`src/rtl/relo_pkg.sv`:
```
package relo_pkg;
  typedef enum logic {
    SEG_DATA = 1'b0,
    SEG_CODE = 1'b1
  } seg_e;

  localparam int unsigned N_SEG = 2;

  // cfg_sel bit positions
  localparam int unsigned SEL_SEG_BIT = 1;
  localparam int unsigned SEL_LIM_BIT = 0;
endpackage

```
`src/rtl/relo_seg_regs.sv`:
```
module relo_seg_regs
  import relo_pkg::*;
#(
  parameter int unsigned PA_W = 16
) (
  input  logic                        clk,
  input  logic                        rst,
  input  logic                        cfg_we,
  input  logic [1:0]                  cfg_sel,
  input  logic [PA_W-1:0]             cfg_wdata,
  output logic [N_SEG-1:0][PA_W-1:0]  base_o,
  output logic [N_SEG-1:0][PA_W-1:0]  lim_o
);

  for (genvar g = 0; g < N_SEG; g++) begin : g_seg
    logic hit;
    assign hit = cfg_we && (cfg_sel[SEL_SEG_BIT] == 1'(g));

    always_ff @(posedge clk) begin
      if (rst) begin
        base_o[g] <= '0;
        lim_o[g]  <= '0;
      end else if (hit) begin
        if (cfg_sel[SEL_LIM_BIT]) lim_o[g] <= cfg_wdata;
        else                      base_o[g] <= cfg_wdata;
      end
    end

    // a limit write lands in the addressed segment only
    p_lim_write_r5: assert property (@(posedge clk) disable iff (rst)
      (cfg_we && cfg_sel[SEL_SEG_BIT] == 1'(g) && cfg_sel[SEL_LIM_BIT])
      |=> (lim_o[g] == $past(cfg_wdata)));

    // writes aimed at the other segment leave this pair unchanged
    p_other_seg_r5: assert property (@(posedge clk) disable iff (rst)
      (cfg_we && cfg_sel[SEL_SEG_BIT] != 1'(g))
      |=> ($stable(lim_o[g]) && $stable(base_o[g])));
  end

endmodule

```
`src/rtl/relo_xlate.sv`:
```
module relo_xlate
  import relo_pkg::*;
#(
  parameter int unsigned VA_W = 16,
  parameter int unsigned PA_W = VA_W
) (
  input  logic [VA_W-1:0]             vaddr,
  input  logic [N_SEG-1:0][PA_W-1:0]  base_i,
  input  logic [N_SEG-1:0][PA_W-1:0]  lim_i,
  output logic                        seg_code,
  output logic [PA_W-1:0]             paddr,
  output logic                        fault
);
  localparam int unsigned OFF_W = VA_W - 1;

  seg_e            seg;
  logic [PA_W-1:0] off_ext;
  logic [PA_W-1:0] base_sel;
  logic [PA_W-1:0] lim_sel;

  always_comb begin
    seg      = seg_e'(vaddr[VA_W-1]);
    off_ext  = PA_W'(vaddr[OFF_W-1:0]);
    base_sel = base_i[seg];
    lim_sel  = lim_i[seg];
    fault    = (off_ext >= lim_sel);
    paddr    = fault ? '0 : (base_sel + off_ext);
    seg_code = (seg == SEG_CODE);
  end

endmodule

```
`src/rtl/relo_out_stage.sv`:
```
module relo_out_stage #(
  parameter int unsigned PA_W = 16
) (
  input  logic            clk,
  input  logic            rst,
  input  logic            in_valid,
  output logic            in_ready,
  input  logic [PA_W-1:0] in_paddr,
  input  logic            in_fault,
  input  logic            in_code,
  output logic            out_valid,
  input  logic            out_ready,
  output logic [PA_W-1:0] out_paddr,
  output logic            out_fault,
  output logic            out_code
);

  logic take;
  assign in_ready = !out_valid || out_ready;
  assign take     = in_valid && in_ready;

  always_ff @(posedge clk) begin
    if (rst) begin
      out_valid <= 1'b0;
      out_paddr <= '0;
      out_fault <= 1'b0;
      out_code  <= 1'b0;
    end else if (in_ready) begin
      out_valid <= in_valid;
      if (take) begin
        out_paddr <= in_paddr;
        out_fault <= in_fault;
        out_code  <= in_code;
      end
    end
  end

  // an accepted request is presented right after the accepting edge
  p_latency_r7: assert property (@(posedge clk) disable iff (rst)
    take |=> out_valid);

  // a stalled result holds its contents
  p_hold_r8: assert property (@(posedge clk) disable iff (rst)
    (out_valid && !out_ready)
    |=> (out_valid && $stable(out_paddr) && $stable(out_fault) && $stable(out_code)));

  // a faulted result never carries an address
  p_fault_zero_r4: assert property (@(posedge clk) disable iff (rst)
    (out_valid && out_fault) |-> (out_paddr == '0));

endmodule

```
`src/rtl/relo_unit.sv`:
```
module relo_unit
  import relo_pkg::*;
#(
  parameter int unsigned VA_W = 16,
  parameter int unsigned PA_W = VA_W
) (
  input  logic            clk,
  input  logic            rst,
  input  logic            cfg_we,
  input  logic [1:0]      cfg_sel,
  input  logic [PA_W-1:0] cfg_wdata,
  input  logic            req_valid,
  output logic            req_ready,
  input  logic [VA_W-1:0] req_vaddr,
  output logic            out_valid,
  input  logic            out_ready,
  output logic [PA_W-1:0] out_paddr,
  output logic            out_fault,
  output logic            out_code
);

  logic [N_SEG-1:0][PA_W-1:0] base_q;
  logic [N_SEG-1:0][PA_W-1:0] lim_q;
  logic                       x_code;
  logic [PA_W-1:0]            x_paddr;
  logic                       x_fault;

  relo_seg_regs #(.PA_W(PA_W)) u_regs (
    .clk       (clk),
    .rst       (rst),
    .cfg_we    (cfg_we),
    .cfg_sel   (cfg_sel),
    .cfg_wdata (cfg_wdata),
    .base_o    (base_q),
    .lim_o     (lim_q)
  );

  relo_xlate #(.VA_W(VA_W), .PA_W(PA_W)) u_xlate (
    .vaddr    (req_vaddr),
    .base_i   (base_q),
    .lim_i    (lim_q),
    .seg_code (x_code),
    .paddr    (x_paddr),
    .fault    (x_fault)
  );

  relo_out_stage #(.PA_W(PA_W)) u_out (
    .clk       (clk),
    .rst       (rst),
    .in_valid  (req_valid),
    .in_ready  (req_ready),
    .in_paddr  (x_paddr),
    .in_fault  (x_fault),
    .in_code   (x_code),
    .out_valid (out_valid),
    .out_ready (out_ready),
    .out_paddr (out_paddr),
    .out_fault (out_fault),
    .out_code  (out_code)
  );

endmodule

```
`config.mk`:
```
export PLATFORM = sky130hd
export DESIGN_NAME = relo_unit
export DESIGN_NICKNAME = d
export VERILOG_FILES = /design/src/rtl/relo_pkg.sv /design/src/rtl/relo_seg_regs.sv /design/src/rtl/relo_xlate.sv /design/src/rtl/relo_out_stage.sv /design/src/rtl/relo_unit.sv
export SDC_FILE = /design/constraint.sdc
export NUM_CORES = 1
export LEC_CHECK = 0
export BUFFER_PORTS_ARGS = -buffer_cell sky130_fd_sc_hd__buf_2
export CAP_MARGIN = 20
export CORE_ASPECT_RATIO = 0.6
export CORE_MARGIN = 10
export CORE_UTILIZATION = 57
export DETAILED_ROUTE_END_ITERATION = 16
export GPL_TIMING_DRIVEN = 0
export PLACE_DENSITY = 0.83
export SLEW_MARGIN = 20
export SYNTH_ARGS = -nofsm -noshare
export SYNTH_HDL_FRONTEND = slang
export SYNTH_SLANG_ARGS = --single-unit
```
`constraint.sdc`:
```
create_clock -name clk -period 4.1 [get_ports clk]
set_clock_uncertainty 0.1 [all_clocks]
set_input_delay 0.615 -clock clk [delete_from_list [all_inputs] [get_ports clk]]
set_output_delay 0.615 -clock clk [all_outputs]
set_load 0.1 [all_outputs]
```
==> results of run 1 <==
## flip-flops by register name, indices dropped and copies added (netlist names)
name / cells
u_out.out_valid: 1
u_regs.lim_o: 32
u_out.out_fault: 1
u_out.out_paddr: 16
u_regs.base_o: 32
u_out.out_code: 1
## critical path, stage by stage
cell and delay, ns:
sky130_fd_sc_hd__buf_2 0.18, sky130_fd_sc_hd__clkbuf_1 0.48, sky130_fd_sc_hd__mux2_2 0.42, sky130_fd_sc_hd__ha_1 0.33
sky130_fd_sc_hd__and3_2 0.25, sky130_fd_sc_hd__a221o_1 0.37, sky130_fd_sc_hd__a221o_1 0.48, sky130_fd_sc_hd__or4_4 0.46
sky130_fd_sc_hd__a311oi_2 0.22
## cells in the mapped netlist (4+ instances only)
cell,instances
sky130_fd_sc_hd__inv_1,4
sky130_fd_sc_hd__clkbuf_1,26
sky130_fd_sc_hd__xnor2_1,5
sky130_fd_sc_hd__nand2b_1,4
sky130_fd_sc_hd__nand3b_1,7
sky130_fd_sc_hd__a22oi_1,8
sky130_fd_sc_hd__ha_1,30
sky130_fd_sc_hd__nand3_1,4
sky130_fd_sc_hd__nor2_1,21
sky130_fd_sc_hd__mux2_2,16
sky130_fd_sc_hd__dfxtp_1,83
sky130_fd_sc_hd__o21ai_0,10
sky130_fd_sc_hd__nand4_1,6
sky130_fd_sc_hd__mux2i_1,16
sky130_fd_sc_hd__a21oi_1,78
sky130_fd_sc_hd__a21o_1,8
sky130_fd_sc_hd__o2111ai_1,4
sky130_fd_sc_hd__nand2_1,137
## final timing paths
check                                      to  slack (ns)  cells after the start
min             u_regs.lim_o[28]$_SDFFE_PP0P_        0.36                      2
max          u_out.out_paddr[13]$_SDFFE_PP0P_        0.44                      9
max reg2reg   u_out.out_paddr[9]$_SDFFE_PP0P_        1.09                      9
min reg2reg     u_regs.lim_o[28]$_SDFFE_PP0P_        0.36                      2
## power by group through the flow
stage / Combinational (uW) / Clock, uW / Sequential (uW)
floorplan: 165 / 0 / 937
global placement: 317 / 0 / 868
detailed placement: 329 / 0 / 870
CTS: 332 / 798 / 852
global route: 363 / 831 / 855
finish: 336 / 799 / 853
## per-layer routing
layer  up-vias  track usage, %  part of all wire (%)
met3        29            6.34                    11
li1       1927               -                     -
met2       213            34.0                    45
met1      1937            28.1                    42
met4         0            7.04                   1.8
met5         -               0                     0
## cell type report
type / count / area [sq um]
Clock inverter: 5 / 55.1
Timing Repair Buffer: 56 / 280
Fill cell: 597 / 2330
Multi-Input combinational cell: 395 / 2430
Tap cell: 104 / 130
Clock buffer: 10 / 229
Buffer: 29 / 113
Sequential cell: 83 / 1660
Inverter: 4 / 15.0
## layout by cell type, fill, tap and decap left out, drive strengths merged, types with 3 or more instances in the layout
cell / count
xnor2: 5
a221o: 3
nor2: 21
buf: 57
nand3: 4
nand4: 6
clkbuf: 38
or2: 3
o2111ai: 4
ha: 30
mux2i: 16
nand2b: 4
nor3: 3
mux2: 16
inv: 4
dfxtp: 83
o21ai: 10
a22oi: 8
a211oi: 3
and3: 4
nand2: 137
a21o: 8
nand3b: 7
a21oi: 78
xor2: 3
## stage by stage
stage	worst slack [ns]	util (%)	power (uW)
CTS	0.293	67.8	1980
detailed placement	-0.0876	63.9	1200
global placement	0.0501	63.9	1190
finish	0.444	67.8	1990
floorplan	0.520	-	1100
global route	0.149	67.8	2050
## logic make-up (layout without fill, tap and decap cells)
family | Yosys count | after routing | share of synthesized area, %
AOI/OAI and AO/OA | 129 | 129 | 18.6
xor gates and xnor gates | 8 | 8 | 1.66
adders and majority gates | 31 | 31 | 9.39
buffers and inverters | 33 | 104 | 2.97
DFF | 83 | 83 | 39.4
muxes | 32 | 32 | 8.08
and+or+nand+nor | 195 | 195 | 19.9
## repair_timing
action,4_1_cts,5_1_grt
buffers inserted,0,0
setup endpoints to repair,0,8
endpoints found under the hold margin,0,0
resized for setup,0,2
==> summary.log, run 1 <==
[critical_path] WP data arrival 3.81 ns
[place] weighted congestion at the end of routability-driven global placement 0.886
[logic_synthesis] async set or reset register ratio after synthesis 0%
[critical_path] type of origin of the critical path input pin
[sta] Setup-failing EPs final 0
[cells_and_area] Area Growth Syn to Fin 16.5%
[power_and_ir_drop] Pint 1410 uW
[power_and_ir_drop] share of power burned in registers 42.9%
[clocking] number of hold buffers added after cts 0
[critical_path] startpoint of the worst register-to-register path u_regs.lim_o[22]$_SDFFE_PP0P_
[global_routing] global-route wire length before repair 19.4 mm
[global_routing] pin count of the biggest net entering global routing 14
[power_and_ir_drop] switching power of the nets 582 uW
[power_and_ir_drop] clock share of power 40.2%
[logic_synthesis] count of flip-flops with a built-in enable after synthesis 0
[clocking] Clk Latency, worst-skew pair 0.35 ns
[routing] number of nets still failing antenna checks after routing 0
[power_and_ir_drop] peak supply drop 0.259 mV
[floorplanning] cell row count 24
[sta] final hold violation count 0
[cells_and_area] post-layout instance area 4910 sq um
[job] number of violations of the max-capacitance limit 0
[sta] remaining max-slew budget at the tightest pin 35.4%
[sta] Max Clock Freq 274 MHz
[power_and_ir_drop] power density relative to cell area 405 nW/um^2
[clocking] Clock Sink Count 83
[routing] number of vias per cell after detailed routing 5.99
[logic_synthesis] leading post-synthesis cells by cell area sky130_fd_sc_hd__dfxtp_1, sky130_fd_sc_hd__nand2_1, sky130_fd_sc_hd__a21oi_1, sky130_fd_sc_hd__ha_1, sky130_fd_sc_hd__mux2_2
[critical_path] maximum net fanout on the critical path 10
[global_routing] total gr overflow 0
[logic_synthesis] number of instances in the synthesized netlist 511
[sta] total negative slack 0 ns
[logic_synthesis] sequential fraction of the synthesis area 39.4%
[clocking] Root Buffer Master sky130_fd_sc_hd__clkbuf_16
[clocking] clock slew at the register clock pins of the worst setup and hold paths 0.06 ns
[hold_path] startpoint of the lowest-slack hold path u_regs.lim_o[28]$_SDFFE_PP0P_
[clocking] clock buffer depth 2
[floorplanning] count of pins on the block boundary 59
[cells_and_area] share of layout cells above drive strength 1 16.8%
[floorplanning] Die X-Extent 131 um
[power_and_ir_drop] leakage power total 0.00205 uW
[routing] Detailed Routing Iterations Pass 1 5
[clocking] CTS HTree Levels 3
[routing] number of vias after detailed routing 4106
[logic_synthesis] total nets after synthesis 581
[place] I/O Buffers 56
[critical_path] critical path required time 4.26 ns
[logic_synthesis] primary flip-flop cell chosen by synthesis mapping sky130_fd_sc_hd__dfxtp_1
[floorplanning] starting density of the core 58.2%
[logic_synthesis] combined area of all synthesized cells 4210 sq um
[place] sum of net half-perimeters after detailed placement 9.36 mm
[sta] final hold slack 0.356 ns
[global_routing] number of global-route vias before repair 3882
[logic_synthesis] number of flip-flops and latches in the synthesized netlist 83
[global_routing] antenna violations before repair 0
[power_and_ir_drop] switching part of the total 29.3%
[sta] Worst Tran Pin Value 0.967 ns
[cells_and_area] net count of the finished layout 648
[place] Cell Count Post-Placement 671
[floorplanning] Die Y-Extent 86.6 um
[sta] crit share post-route 89.2%
[logic_synthesis] fraction of post-synthesis cell area in the top cell type by area 39.4%
[critical_path] Crit Path Category input pin to register
[cells_and_area] Cell Count, Final, Fillers Out 686
[routing] wirelength, routed 12.2 mm
[global_routing] global-route usage over all layers 21.7%
[routing] Iteration-0 DRC Markers 472
[cells_and_area] Antenna Diode Count 0
[place] Placement Cell Area 4620 sq um
[clocking] CTS tree done
[sta] RSZ-0062 raised after global routing no
[logic_synthesis] post-synthesis area per instance 8.24 sq um
[floorplanning] area of the die 11300 sq um
[floorplanning] Std-Cell Core Area 7240 sq um
[critical_path] element type at the critical path end register
[critical_path] Worst Setup SP req_vaddr[15]
[status] outcome complete, no violations
[routing] total DRC errors in the routed layout 0
[sta] Min Clock Period, post-route 3.66 ns
[logic_synthesis] synth warn 0
[sta] max-slew violation count 0
[hold_path] Hold Crit Class register to register
[routing] post-detailed-route wirelength per cell 17.8 um
[logic_synthesis] number of unique standard cell types used by synthesis 46
[power_and_ir_drop] relative contribution of combinational cells to total power 16.9%
[logic_synthesis] biggest area consumer among synthesized cells sky130_fd_sc_hd__dfxtp_1
[clocking] number of buffers created by CTS 9
Note: power is estimated with default switching activity, not from simulation.
==> run 2: changes to the inputs <==
--- a/config.mk
+++ b/config.mk
@@ -9,11 +9,13 @@
 export CAP_MARGIN = 20
 export CORE_ASPECT_RATIO = 0.6
 export CORE_MARGIN = 10
-export CORE_UTILIZATION = 57
+export CORE_UTILIZATION = 64
 export DETAILED_ROUTE_END_ITERATION = 16
 export GPL_TIMING_DRIVEN = 0
-export PLACE_DENSITY = 0.83
+export PLACE_DENSITY = 0.9
+export REMOVE_ABC_BUFFERS = 1
 export SLEW_MARGIN = 20
 export SYNTH_ARGS = -nofsm -noshare
 export SYNTH_HDL_FRONTEND = slang
+export SYNTH_HIERARCHICAL = 1
 export SYNTH_SLANG_ARGS = --single-unit
==> constraint.sdc (replaced) <==
create_clock -name clk -period 4.67 [get_ports clk]
set_clock_uncertainty 0.1 [all_clocks]
set_input_delay 0.7005 -clock clk [delete_from_list [all_inputs] [get_ports clk]]
set_output_delay 0.7005 -clock clk [all_outputs]
set_load 0.1 [all_outputs]
==> run 2 against run 1 <==
Compared with the run above:
- synthesized cell count is 2.9% lower
- largest cell class unchanged
- sequential cell count is the same
- combinational power hardly changed
- critical endpoint is now u_out/out_paddr[14]$_SDFFE_PP0P_
- global-route usage down 2.2 points
- die area up 5.6%
- cell count down 6.0%
- register-to-register slack better by 0.62 ns
==> summary.log, run 2 <==
[floorplanning] Die Y-Extent 88.9 um [+2.6%]
[power_and_ir_drop] peak supply drop 0.221 mV [-15%]
[floorplanning] cell row count 24 [unchanged]
[critical_path] Crit-path slowest cell sky130_fd_sc_hd__buf_2
[routing] number of vias per cell after detailed routing 5.81 [-3.0%]
[floorplanning] Die X-Extent 135 um [+2.9%]
[routing] wirelength, routed 11.3 mm [-7.0%]
[critical_path] critical path buffer and inverter count 1 [-1]
[sta] final hold slack 0.375 ns [+0.0192 ns]
[logic_synthesis] most frequent cells after synthesis sky130_fd_sc_hd__dfxtp_1, sky130_fd_sc_hd__nand2b_1, sky130_fd_sc_hd__mux2i_1
[clocking] CTS HTree Levels 3 [unchanged]
[place] I/O Buffers 58 [+3.6%]
[cells_and_area] net count of the finished layout 606 [-6.5%]
[routing] top sig layer met4
[cells_and_area] Antenna Diode Count 0 [unchanged]
[place] sum of net half-perimeters after detailed placement 7.95 mm [-15%]
[floorplanning] starting density of the core 67.6% [+9.4 points]
[sta] Setup-failing EPs final 0 [unchanged]
[floorplanning] area of the die 12000 sq um [+5.6%]
[critical_path] Critical Path End u_out/out_paddr[14]$_SDFFE_PP0P_
[logic_synthesis] sequential fraction of the synthesis area 32.9% [-6.6 points]
[clocking] Clk Latency, worst-skew pair 0.34 ns [about the same]
[logic_synthesis] count of flip-flops with a built-in enable after synthesis 0 [unchanged]
[cells_and_area] top library cells by usage in the layout, fill and taps aside sky130_fd_sc_hd__dfxtp_1, sky130_fd_sc_hd__nand2b_1, sky130_fd_sc_hd__mux2i_1
[clocking] clock buffer depth 2 [unchanged]
[critical_path] element type at the critical path end register
[logic_synthesis] number of flip-flops and latches in the synthesized netlist 83 [unchanged]
[routing] Detailed Routing Iterations Pass 1 5 [unchanged]
[clocking] CTS resizes 0 [unchanged]
[hold_path] startpoint of the lowest-slack hold path u_regs/lim_o[9]$_SDFFE_PP0P_
[critical_path] WP data arrival 4.01 ns [+0.20 ns]
[floorplanning] Std-Cell Core Area 7480 sq um [+3.3%]
[critical_path] cell family contributing the most delay on the critical path compound AO/OA/AOI/OAI gates
[logic_synthesis] async set or reset register ratio after synthesis 0% [unchanged]
[clocking] CTS tree done
[critical_path] path depth of the worst reg2reg path 9 [unchanged]
[logic_synthesis] leading post-synthesis cells by cell area sky130_fd_sc_hd__dfxtp_1, sky130_fd_sc_hd__mux2i_1, sky130_fd_sc_hd__nand2b_1, sky130_fd_sc_hd__ha_1, sky130_fd_sc_hd__nand3_2
[global_routing] pin count of the biggest net entering global routing 100 [+86]
[sta] Max Clock Freq 256 MHz
[critical_path] Reg2Reg Capture Point u_out/out_paddr[5]$_SDFFE_PP0P_
[sta] max-slew violation count 0 [unchanged]
[clocking] number of buffers created by CTS 9 [unchanged]
[routing] length of routed met2 wiring 5.39 mm [-2.7%]
[critical_path] type of origin of the critical path input pin
[clocking] Root Buffer Master sky130_fd_sc_hd__clkbuf_16
[critical_path] critical path required time 4.77 ns [+0.51 ns]
[cells_and_area] leading cell type in the layout, fill and taps excluded sky130_fd_sc_hd__dfxtp_1
[place] Cell Count Post-Placement 629 [-6.3%]
[global_routing] number of global-route vias before repair 3839 [-1.1%]
[critical_path] longest individual stage delay on the worst path 0.72 ns [+0.24 ns]
[hold_path] Hold Crit Class register to register
[critical_path] number of cells on the critical path 12 [+3]
[critical_path] startpoint of the worst register-to-register path u_regs/lim_o[14]$_SDFFE_PP0P_
[logic_synthesis] combined area of all synthesized cells 5060 sq um [+20%]
[global_routing] total gr overflow 0 [unchanged]
[logic_synthesis] number of unique standard cell types used by synthesis 53 [+15%]
[global_routing] global-route wire length before repair 18.9 mm [-2.3%]
[critical_path] maximum net fanout on the critical path 34 [+24]
[power_and_ir_drop] power density relative to cell area 333 nW/um^2 [-18%]
[sta] final hold violation count 0 [unchanged]
[sta] total negative slack 0 ns [unchanged]
[sta] Worst Tran Pin Value 1.04 ns [+0.0720 ns]
[routing] Iteration-0 DRC Markers 285 [-40%]
[global_routing] antenna violations before repair 0 [unchanged]
[routing] total met3 wirelength after detailed routing 678 um [-49%]
[clocking] number of buffers inserted to repair setup after CTS 0 [unchanged]
[floorplanning] count of pins on the block boundary 59 [unchanged]
[job] number of violations of the max-capacitance limit 0 [unchanged]
[logic_synthesis] primary flip-flop cell chosen by synthesis mapping sky130_fd_sc_hd__dfxtp_1
[critical_path] Worst Setup SP req_vaddr[15]
[logic_synthesis] post-synthesis area per instance 10.2 sq um [+24%]
[global_routing] global-route usage over all layers 19.5% [-2.2 points]
[cells_and_area] post-layout instance area 5610 sq um [+14%]
[cells_and_area] Area Growth Syn to Fin 10.9%
[logic_synthesis] number of instances in the synthesized netlist 496 [-2.9%]
[cells_and_area] share of layout cells above drive strength 1 26.8% [+10 points]
[sta] remaining max-slew budget at the tightest pin 30.7% [-4.7 points]
[critical_path] Critical Path, Cell by Cell buf_2 -> mux2_2 -> ha_1 -> fa_1 -> a211oi_2 -> o211ai_1 -> a41oi_1 -> o21ai_0 -> xnor2_1 -> nor2_2 -> nand3_2 -> a21oi_2
[place] weighted congestion at the end of routability-driven global placement 0.841 [-5.0%]
[sta] crit share post-route 83.8%
[logic_synthesis] fraction of post-synthesis cell area in the top cell type by area 32.9% [-6.6 points]
[routing] total DRC errors in the routed layout 0 [unchanged]
[logic_synthesis] synth warn 6 [+6]
[routing] number of nets still failing antenna checks after routing 0 [unchanged]
[cells_and_area] largest registers u_regs/base_o (32), u_regs/lim_o (32), u_out/out_paddr (16)
[power_and_ir_drop] leakage power total 0.00250 uW [+22%]
[routing] post-detailed-route wirelength per cell 17.6 um [-1.1%]
[status] outcome complete, no violations
[clocking] number of hold buffers added after cts 0 [unchanged]
[clocking] Clock Sink Count 83 [unchanged]
[clocking] clock slew at the register clock pins of the worst setup and hold paths 0.06 ns [about the same]
[logic_synthesis] most instantiated library cell after synthesis sky130_fd_sc_hd__dfxtp_1
[cells_and_area] Cell Count, Final, Fillers Out 645 [-6.0%]
[sta] RSZ-0062 raised after global routing no
[routing] number of vias after detailed routing 3746 [-8.8%]
[critical_path] worst reg-to-reg setup slack 1.71 ns [+0.62 ns]
[critical_path] Crit Path Category input pin to register
[sta] Min Clock Period, post-route 3.91 ns
[logic_synthesis] biggest area consumer among synthesized cells sky130_fd_sc_hd__dfxtp_1
[routing] M1 WL 5.10 mm [+0.22%]
[place] Placement Cell Area 5280 sq um [+14%]
run 2: cell types whose count changed after synthesis, sizes merged, moves of 4 or more:
cell / before / now
nand3b: 7 / 3
nor2b: 0 / 4
clkbuf: 26 / 9
a21oi: 78 / 34
a21bo: 0 / 18
nand3: 4 / 23
buf: 3 / 22
nor3: 3 / 7
a22oi: 8 / 0
mux2i: 16 / 79
nand2: 137 / 8
nand2b: 4 / 81
run 2: worst register-to-register path: stages, from the launching register on:
cell                        delay [ns]
sky130_fd_sc_hd__dfxtp_1          0.33
sky130_fd_sc_hd__mux2i_1          0.07
sky130_fd_sc_hd__ha_1             0.37
sky130_fd_sc_hd__nand3_2          0.11
sky130_fd_sc_hd__nor3_1           0.34
sky130_fd_sc_hd__a2111oi_1        0.20
sky130_fd_sc_hd__a221oi_4         0.87
sky130_fd_sc_hd__nor3_1           0.22
sky130_fd_sc_hd__nand3_2          0.14
sky130_fd_sc_hd__a21oi_2          0.06
run 2: kinds of logic after synthesis:
group / after synthesis / synth area share (%)
xor+xnor: 9 / 1.56
mux: 95 / 19.2
buf+inv: 36 / 4.85
compound gates: 84 / 13.4
simple gates: 158 / 20.3
flops: 83 / 32.9
fa+ha+maj: 31 / 7.82
run 2: cell type report:
cell class,instances,area (sq um)
Multi-Input combinational cell,377,3150
Clock inverter,4,72.6
Fill cell,533,1870
Clock buffer,12,256
Inverter,5,18.8
Timing Repair Buffer,60,315
Tap cell,104,130
Sequential cell,83,1660
run 2: per-stage QoR:
step	setup slack, ns	utilization, %	total power, uW
floorplan	1.68	-	1000
global placement	0.454	70.2	1090
detailed placement	0.482	70.6	1100
CTS	0.809	75.0	1880
global route	0.538	75.0	1940
finish	0.757	75.0	1870
run 2: where the power goes:
group	switching (uW)	internal [uW]
sequential	14.2	736
clock	286	497
combinational	218	120
run 2: routing by layer:
layer | track usage [%] | up-vias
li1 | - | 1836
met1 | 23.6 | 1799
met2 | 33.1 | 97
met3 | 5.94 | 14
met4 | 5.90 | 0
met5 | 0 | -
run 2: how the worst min path moves through the flow:
| stage | end | slack, ns | cells past startpoint |
|---|---|---|---|
| 6_report | u_regs/lim_o[9]$_SDFFE_PP0P_ | 0.38 | 2 |
| 5_1_grt | u_regs/lim_o[9]$_SDFFE_PP0P_ | 0.39 | 2 |
| 4_1_cts | u_regs/base_o[18]$_SDFFE_PP0P_ | 0.38 | 2 |
| 3_5_place_dp | u_regs/base_o[18]$_SDFFE_PP0P_ | 0.37 | 2 |
| 3_3_place_gp | u_regs/base_o[1]$_SDFFE_PP0P_ | 0.36 | 2 |
| 2_1_floorplan | u_regs/base_o[0]$_SDFFE_PP0P_ | 0.35 | 2 |
